**config.mk**
```make
export PLATFORM = sky130hd
export DESIGN_NAME = lfsr_dual
export DESIGN_NICKNAME = d
export VERILOG_FILES = /design/src/rtl/lfsr_dual_pkg.sv /design/src/rtl/lfsr_fib_step.sv /design/src/rtl/lfsr_gal_step.sv /design/src/rtl/lfsr_seed_guard.sv /design/src/rtl/lfsr_dual.sv
export SDC_FILE = /design/constraint.sdc
export NUM_CORES = 1
export LEC_CHECK = 0
export BUFFER_PORTS_ARGS = -buffer_cell sky130_fd_sc_hd__buf_2
export CAP_MARGIN = 20
export CORE_MARGIN = 3
export CORE_UTILIZATION = 52
export CTS_BUF_LIST = sky130_fd_sc_hd__clkbuf_16
export DETAILED_ROUTE_END_ITERATION = 10
export PLACE_DENSITY = 0.85
export SYNTH_ARGS = -nofsm -noshare
export SYNTH_HDL_FRONTEND = slang
export SYNTH_SLANG_ARGS = --single-unit
```
**constraint.sdc**
```tcl
create_clock -name clk_i -period 3.7 [get_ports clk_i]
set_clock_uncertainty 0.1 [all_clocks]
set_input_delay 0.74 -clock clk_i [delete_from_list [all_inputs] [get_ports clk_i]]
set_output_delay 0.74 -clock clk_i [all_outputs]
set_load 0.005 [all_outputs]
```
**src/rtl/lfsr_dual_pkg.sv**
```systemverilog
package lfsr_dual_pkg;
  typedef enum logic {TOPO_FIB = 1'b0, TOPO_GAL = 1'b1} topo_e;
  typedef enum logic {POL_XOR = 1'b0, POL_XNOR = 1'b1} pol_e;
endpackage

```
**src/rtl/lfsr_fib_step.sv**
```systemverilog
module lfsr_fib_step #(
  parameter int unsigned WIDTH = 16
) (
  input  logic [WIDTH-1:0] state_i,
  input  logic [WIDTH-1:0] taps_i,
  input  logic             inv_i,
  output logic [WIDTH-1:0] next_o
);
  logic [WIDTH-1:0] masked;
  logic             fb;

  assign masked = state_i & taps_i;
  assign fb     = (^masked) ^ inv_i;
  assign next_o = {fb, state_i[WIDTH-1:1]};
endmodule

```
**src/rtl/lfsr_gal_step.sv**
```systemverilog
module lfsr_gal_step #(
  parameter int unsigned WIDTH = 16
) (
  input  logic [WIDTH-1:0] state_i,
  input  logic [WIDTH-1:0] taps_i,
  input  logic             inv_i,
  output logic [WIDTH-1:0] next_o
);
  logic fire;

  // xnor form is the complement image of the xor form
  assign fire = state_i[0] ^ inv_i;

  for (genvar i = 0; i < WIDTH; i++) begin : g_bit
    if (i == WIDTH - 1) begin : g_top
      assign next_o[i] = inv_i ^ (fire & taps_i[i]);
    end else begin : g_mid
      assign next_o[i] = state_i[i+1] ^ (fire & taps_i[i]);
    end
  end
endmodule

```
**src/rtl/lfsr_seed_guard.sv**
```systemverilog
module lfsr_seed_guard #(
  parameter int unsigned WIDTH = 16
) (
  input  logic [WIDTH-1:0] seed_i,
  input  logic [WIDTH-1:0] lock_i,
  output logic [WIDTH-1:0] seed_o,
  output logic             hit_o
);
  localparam logic [WIDTH-1:0] LsbOnly = WIDTH'(1);

  assign hit_o  = (seed_i == lock_i);
  assign seed_o = hit_o ? (lock_i ^ LsbOnly) : seed_i;
endmodule

```
**src/rtl/lfsr_dual.sv**
```systemverilog
module lfsr_dual
  import lfsr_dual_pkg::*;
#(
  parameter int unsigned WIDTH = 16
) (
  input  logic             clk_i,
  input  logic             rst_ni,
  input  logic             load_i,
  input  logic [WIDTH-1:0] seed_i,
  input  logic             step_i,
  input  logic [WIDTH-1:0] taps_i,
  input  logic             galois_i,
  input  logic             xnor_i,
  output logic [WIDTH-1:0] state_o,
  output logic             serial_o,
  output logic             lockup_o,
  output logic             seed_warn_o
);
  localparam logic [WIDTH-1:0] ResetWord = WIDTH'(1);

  topo_e            topo;
  pol_e             pol;
  logic [WIDTH-1:0] lock_word;
  logic [WIDTH-1:0] state_q, state_d;
  logic [WIDTH-1:0] fib_next, gal_next, safe_seed;
  logic             seed_hit;
  logic             warn_q, warn_d;

  assign topo      = topo_e'(galois_i);
  assign pol       = pol_e'(xnor_i);
  assign lock_word = {WIDTH{pol == POL_XNOR}};

  lfsr_fib_step #(.WIDTH(WIDTH)) fib_i (
    .state_i(state_q), .taps_i(taps_i), .inv_i(pol == POL_XNOR), .next_o(fib_next)
  );

  lfsr_gal_step #(.WIDTH(WIDTH)) gal_i (
    .state_i(state_q), .taps_i(taps_i), .inv_i(pol == POL_XNOR), .next_o(gal_next)
  );

  lfsr_seed_guard #(.WIDTH(WIDTH)) guard_i (
    .seed_i(seed_i), .lock_i(lock_word), .seed_o(safe_seed), .hit_o(seed_hit)
  );

  always_comb begin
    state_d = state_q;
    warn_d  = warn_q;
    if (load_i) begin
      state_d = safe_seed;
      warn_d  = seed_hit;
    end else if (step_i) begin
      state_d = (topo == TOPO_GAL) ? gal_next : fib_next;
    end
  end

  always_ff @(posedge clk_i or negedge rst_ni) begin
    if (!rst_ni) begin
      state_q <= ResetWord;
      warn_q  <= 1'b0;
    end else begin
      state_q <= state_d;
      warn_q  <= warn_d;
    end
  end

  assign state_o     = state_q;
  assign serial_o    = state_q[0];
  assign lockup_o    = (state_q == lock_word);
  assign seed_warn_o = warn_q;
endmodule

```
==> impl_results.md, run 1 <==
* Critical Path AT at 1.67 ns
* Min Tclk post-route at 2.51 ns
* Clk sinks at 17
* Die Wd at about 59 um
* Wirelength per Cell at 14.0 um
* Post-Synth XOR/XNOR Area at 18.7%
* Detailed Routing Iterations Pass 1 at 4
* Setup Fix Bufs, Post-CTS at 0
* Resized Gates After CTS at 0
* Outcome: completed
* CTS tree: yes
* RSZ-0062 raised after global routing: false
* Initial antenna violation count at 0
* Largest family of logic cells by synthesized area: simple AND/OR/NAND/NOR gates
* Clock transition at the registers of the reported paths at 0.05 ns
* Worst min-delay path class: primary input to async pin
* DP HPWL at 2980 um
* Post-Synthesis Cell Area at 1450 um2
* Drt initial violations at 93
* Post-synthesis adder-cell area fraction at 0%
* Yosys reg bits at 17
* Ant diodes at 0
* Worst skew pair latency at 0.24 ns
* Worst reg2reg path endpoint: state_o[13]
* Area Overhead vs Synth at 22.9%
* Via/cell ratio at 5.50
* Port-buffer cells at between 50 and 60
* Ys async rst share at 100%
* CTS Hold Bufs at 0
* LEAKAGE at between 0.8 and 0.9 nW
* Setup violations, final at 0
* Die H at 58.9 um
* Maximum VDD drop at 0.000316 V
* Initial Util at 56.6%
* Fin crit share at approximately two thirds
* Overflow after GRT at 0
* Placed Area at 1710 um2
* Worst R2R Setup Slack at 1.54 ns
* Leading cell types in the layout, fill and taps excluded: 56 x buf_2, 53 x nand2_1, 20 x nor2_1, 20 x xor2_1, 17 x o21ai_1
* Core Rows at 18
* Crit-path max FO at 15
* CP startpoint kind: primary input
* Largest net degree at the start of global routing at 28
* DRT Wirelength at 3940 um
* R2R cell count at 7
* Netlist cell types at 32
* Gpl congestion at approximately 0.83
* Sequential element share of the synthesized area at 29.4%
* Antenna Violating Nets Remaining at 0
* Actual slew at the worst max-slew pin at 0.582 ns
* Root Buffer: clkbuf_16
* Synth Instances at 202
* Post-synth EDFFs at 0
* Yosys warning total at 0
* Post-layout instance area at approximately 1800 um2
* DRC at 0
* Vias in the first global route at 1351
* Max-Cap Viols at 0
* Post-synthesis simple-gate area fraction at 30.1%
* Reg2reg start: state_o[0]
* Crit path kind: primary input to output port
* Clock Tree Buf Depth at 2
* Main synth FF type: dfrtp_1
* Vias at 1545
* CP endpoint kind: output port
* IO Pins at 57
* Layout net count at 290
* Mean post-synth cell area at 7.19 um2
* CTS Buf Count at 3
* Compound-Gate Fraction of Synth Area at 15.7%
* Layout cells sized above 1 at 25.9%
* H-tree depth at 1
* Core area at 2570 um2
* GR Util All Layers at 23.4%
* DIE AREA at 3460 um2
* Max Freq at between 300 and 400 MHz
* Most common cell after layout, fill and taps aside: buf_2
* Max-slew violations at 0
* Mux contribution to synthesized area at 1.46%
* Crit path required time at about 2.9 ns
* PD cells at 391 nW/um2
* Syn Nets at 240
* First-pass GRT wire length at 6270 um
* Slew margin rel. at 61.2%
* Endpoints failing hold at 0
* Final setup TNS at 0 ns
[state kept, by name (all words and copies together), names as in the netlist]
| register | count |
|---|---|
| seed_warn_o | 1 |
| state_o | 16 |
[where the power goes]
| group | switching [W] | internal (W) |
|---|---|---|
| Clock | 0.0000660 | 0.000143 |
| Combinational | 0.000123 | 0.000117 |
| Sequential | 0.0000414 | 0.000209 |
| Total | 0.000230 | 0.000469 |
[through the flow]
step                      hold slack, ns  total power, W  setup WS, ns  std cells  util [%]
final                              0.311        0.000699          1.19        281      69.5
after global routing               0.338        0.000739          1.07        281      69.5
after CTS                          0.318        0.000698          1.19        281      69.5
after detailed placement           0.402        0.000488          1.18        277      66.5
after global placement             0.374        0.000484          1.19        277      66.5
after floorplan                    0.344        0.000410          1.31        202         -
[cells by family after synthesis]
logic type / after synthesis
buf+inv: 12
flops: 17
compound gates: 39
simple gates: 101
xor+xnor: 31
mux: 2
[critical path, cell delays in order]
cell      delay, ns
buf_2          0.19
or3_1          0.38
a211oi_1       0.21
buf_2          0.14
[worst max-delay path by stage]
stage,startpoint,to,slack [ns],cells after the start
after floorplan,xnor_i,lockup_o,1.31,3
after global placement,xnor_i,lockup_o,1.19,4
after detailed placement,xnor_i,state_o[12],1.18,8
after CTS,xnor_i,lockup_o,1.19,4
after global routing,xnor_i,lockup_o,1.07,6
final,xnor_i,lockup_o,1.19,4
[layout make-up]
| class | count | area (um2) |
|---|---|---|
| Multi-Input combinational cell | 173 | 958 |
| Fill cell | 221 | 782 |
| Sequential cell | 17 | 427 |
| Timing Repair Buffer | 56 | 280 |
| Clock buffer | 3 | 75.1 |
| Tap cell | 30 | 37.5 |
| Clock inverter | 1 | 3.75 |
| Inverter | 1 | 3.75 |
[cell usage after synthesis (2+ instances only)]
library cell	n	area share, %
nand2_1	53	14
nor2_1	20	5.2
xor2_1	20	12
o21ai_1	17	5.9
dfrtp_1	16	28
xnor2_1	11	6.6
a21oi_1	9	3.1
a211oi_1	8	4.1
nand3_1	7	2.4
clkbuf_1	6	1.6
nor3_1	5	1.7
nor4_1	5	2.2
nand4_1	4	1.7
buf_4	2	1.0
buf_6	2	1.6
[routing by layer]
layer	global-route usage [%]	vias to the layer above	part of all wire, %
met2	35.2	61	45
met5	0	-	0
met4	6.80	0	1.1
met3	1.97	4	7.1
li1	-	785	-
met1	35.5	695	47
Power figures use the tool's default switching activity.
==> run 2, diff against run 1 <==
--- a/config.mk
+++ b/config.mk
@@ -5,13 +5,14 @@
 export SDC_FILE = /design/constraint.sdc
 export NUM_CORES = 1
 export LEC_CHECK = 0
+export ABC_AREA = 1
 export BUFFER_PORTS_ARGS = -buffer_cell sky130_fd_sc_hd__buf_2
 export CAP_MARGIN = 20
 export CORE_MARGIN = 3
-export CORE_UTILIZATION = 52
+export CORE_UTILIZATION = 51
 export CTS_BUF_LIST = sky130_fd_sc_hd__clkbuf_16
 export DETAILED_ROUTE_END_ITERATION = 10
-export PLACE_DENSITY = 0.85
+export PLACE_DENSITY = 0.81
 export SYNTH_ARGS = -nofsm -noshare
 export SYNTH_HDL_FRONTEND = slang
 export SYNTH_SLANG_ARGS = --single-unit
==> constraint.sdc (replaced) <==
create_clock -name clk_i -period 2.4 [get_ports clk_i]
set_clock_uncertainty 0.1 [all_clocks]
set_input_delay 0.48 -clock clk_i [delete_from_list [all_inputs] [get_ports clk_i]]
set_output_delay 0.48 -clock clk_i [all_outputs]
set_load 0.005 [all_outputs]
==> impl_results.md, run 2 <==
* RSZ-0062 raised after global routing: false
* WL met1 at 2100 um
* Initial Util at 54.6%
* IO Pins at 57
* Crit path kind: primary input to output port
* Endpoints failing hold at 0
* DP HPWL at 3740 um
* Die H at roughly 64 um
* Post-synth top area share at around a third
* Crit-path max FO at 8
* Yosys reg bits at 17
* Resized Gates After CTS at 0
* DIE AREA at 4080 um2
* Crit path top cell by count: buf_2
* Ys async rst share at 100%
* Max-Cap Viols at 0
* Netlist cell types at 28
* Maximum VDD drop at 0.000421 V
* CTS tree: yes
* Main synth FF type: dfrtp_1
* Slew margin rel. at just over 70%
* H-tree depth at 1
* Setup Fix Bufs, Post-CTS at 0
* Max reg flops at 16
* Overflow after GRT at 0
* Ant diodes at 0
* Post-synth EDFFs at 0
* Max Used Layer: met4
* Initial antenna violation count at 0
* Post-Synthesis Cell Area at 1710 um2
* Syn Nets at ~340
* Min Tclk post-route at roughly 2.3 ns
* CP endpoint kind: output port
* Pre-CTS setup slack at 0.184 ns
* Count leader, synth: nand2_1
* Layout net count at 393
* Critical Path AT at between 1.5 and 2 ns
* Total power at 0.00115 W
* Area leader, netlist: nand2_1
* Worst skew pair latency at 0.24 ns
* Crit path required time at 1.82 ns
* Final setup TNS at 0 ns
* GR Util All Layers at 23.7%
* WP buf/inv at 3
* First-pass GRT wire length at 7970 um
* Final setup margin at 0.133 ns
* Actual slew at the worst max-slew pin at 0.432 ns
* Synth Instances at around 300
* CP max-delay cell: nor4_1
* CP delay by family, top: buffers and inverters
* Vias at 2085
* Largest net degree at the start of global routing at 24
* Met2 wire length at 2160 um
* Antenna Violating Nets Remaining at 0
* Port-buffer cells at 56
* Leading cell types in the layout, fill and taps excluded: 147 x nand2_1, 56 x buf_2, 35 x inv_1
* DRT Wirelength at around 4700 um
* Largest cells by area after synthesis: nand2_1 32%, dfrtp_1 23%, inv_1 7.5%
* Core Rows at 20
* Clock transition at the registers of the reported paths at 0.05 ns
* CTS Hold Bufs at 0
* Fin crit share at ~94%
* DRC at 0
* Gpl congestion at 0.859
* FILL cells at between 200 and 300
* Max-slew violations at 0
* PD cells at 551 nW/um2
* Core area at 3130 um2
* Die Wd at 63.9 um
* Detailed Routing Iterations Pass 1 at 6
* Vias in the first global route at 1874
* Clk sinks at 17
* Layout cells sized above 1 at 18.9%
* Area Overhead vs Synth at 22.2%
* Largest stage delay, worst path at between 0.3 and 0.4 ns
* Yosys warning total at 0
* LEAKAGE at 1.22 nW
* Root Buffer: clkbuf_16
* CP startpoint kind: primary input
* Drt initial violations at around 150
* Max Freq at 441 MHz
* Worst-path cell chain: buf_2 -> inv_1 -> nor4_1 -> a41oi_1 -> a211oi_1 -> buf_2
* Mean post-synth cell area at between 5 and 6 um2
* Most common cell after layout, fill and taps aside: nand2_1
* WL met3 at between 300 and 400 um
* Wirelength per Cell at 11.8 um
* Clock Tree Buf Depth at 2
* Worst min-delay path class: primary input to async pin
* Setup violations, final at 0
* CTS Buf Count at 3
* Outcome: completed
* Via/cell ratio at 5.24
* Commonest cells post-synth: 147 x nand2_1, 34 x inv_1, 17 x nand3_1, 17 x o21ai_0, 16 x dfrtp_1
* Sequential element share of the synthesized area at about a quarter
[run 2: cell count changes in the layout (fill, tap and decap cells not counted), sizes merged, moves of 2 or more]
cell    previous run  this run
nand3              7        17
inv                2        35
nor2              20        11
a22oi              0         6
and2               2         0
nand2             54       148
xnor2             11         1
buf               56        59
o21ai             18        21
o41ai              0         2
xor2              20         6
nand4              4         7
a211oi             8         1
[run 2: layout make-up]
class	instances	area [um2]	share of cell area (%)
multi-input combinational	240	1100	52.5
sequential	17	427	20.4
timing repair buffer	59	303	14.5
inverter	34	128	6.12
clock buffer	3	75.1	3.60
tap	44	55.1	2.64
clock inverter	1	3.75	0.180
[run 2: stage by stage]
step                      hold WS, ns  utilization (%)  std cells  instance area (um2)
after floorplan                0.0844                -        299                 1710
after CTS                      0.0608             66.7        398                 2090
final                          0.0522             66.7        398                 2090
after global placement          0.324             64.2        394                 2010
after detailed placement        0.317             64.2        394                 2010
after global routing           0.0799             66.7        398                 2090
[run 2: cells by family after synthesis]
| group | Yosys count | share of synthesized area (%) |
|---|---|---|
| AND/OR/NAND/NOR | 192 | 46.5 |
| buffers and inverters | 42 | 10.8 |
| AO/OA/AOI/OAI | 41 | 14.1 |
| flip-flops | 17 | 25.0 |
| XOR/XNOR | 7 | 3.59 |
[run 2: power breakdown]
part	total (W)	leakage, nW	internal (W)	switching (W)
clock network	0.000325	0.0423	0.000221	0.000104
logic	0.000439	0.970	0.000169	0.000270
registers	0.000387	0.204	0.000328	0.0000595
total	0.00115	1.22	0.000718	0.000433
[run 2: final timing paths]
path / to / cells after the start / slack, ns / from
worst max-delay path: lockup_o / 6 / 0.13 / xnor_i
worst min-delay path: state_o[3] / 1 / 0.05 / rst_ni
worst max register to register: state_o[15] / 14 / 0.59 / state_o[0]
worst min register to register: seed_warn_o / 2 / 0.40 / seed_warn_o
max in group asynchronous: state_o[0] / 1 / 1.83 / rst_ni
min in group clk_i: seed_warn_o / 2 / 0.40 / seed_warn_o
[run 2: worst register-to-register path, stage by stage, from the launching register on]
cell,delay [ns]
dfstp_2,0.58
nand2_1,0.11
inv_1,0.08
nand2_1,0.05
nand2_1,0.06
nand2_1,0.05
nand2_1,0.09
inv_1,0.06
nand2_1,0.05
nand2_1,0.04
nand2_1,0.07
nand3_1,0.08
nand3_1,0.08
nand3_1,0.09
a21oi_1,0.14
[run 2: layer usage]
metal,vias up,GRT usage (%)
met2,88,38.8
met1,923,33.2
met4,0,8.09
met5,-,0
li1,1068,-
met3,6,1.05
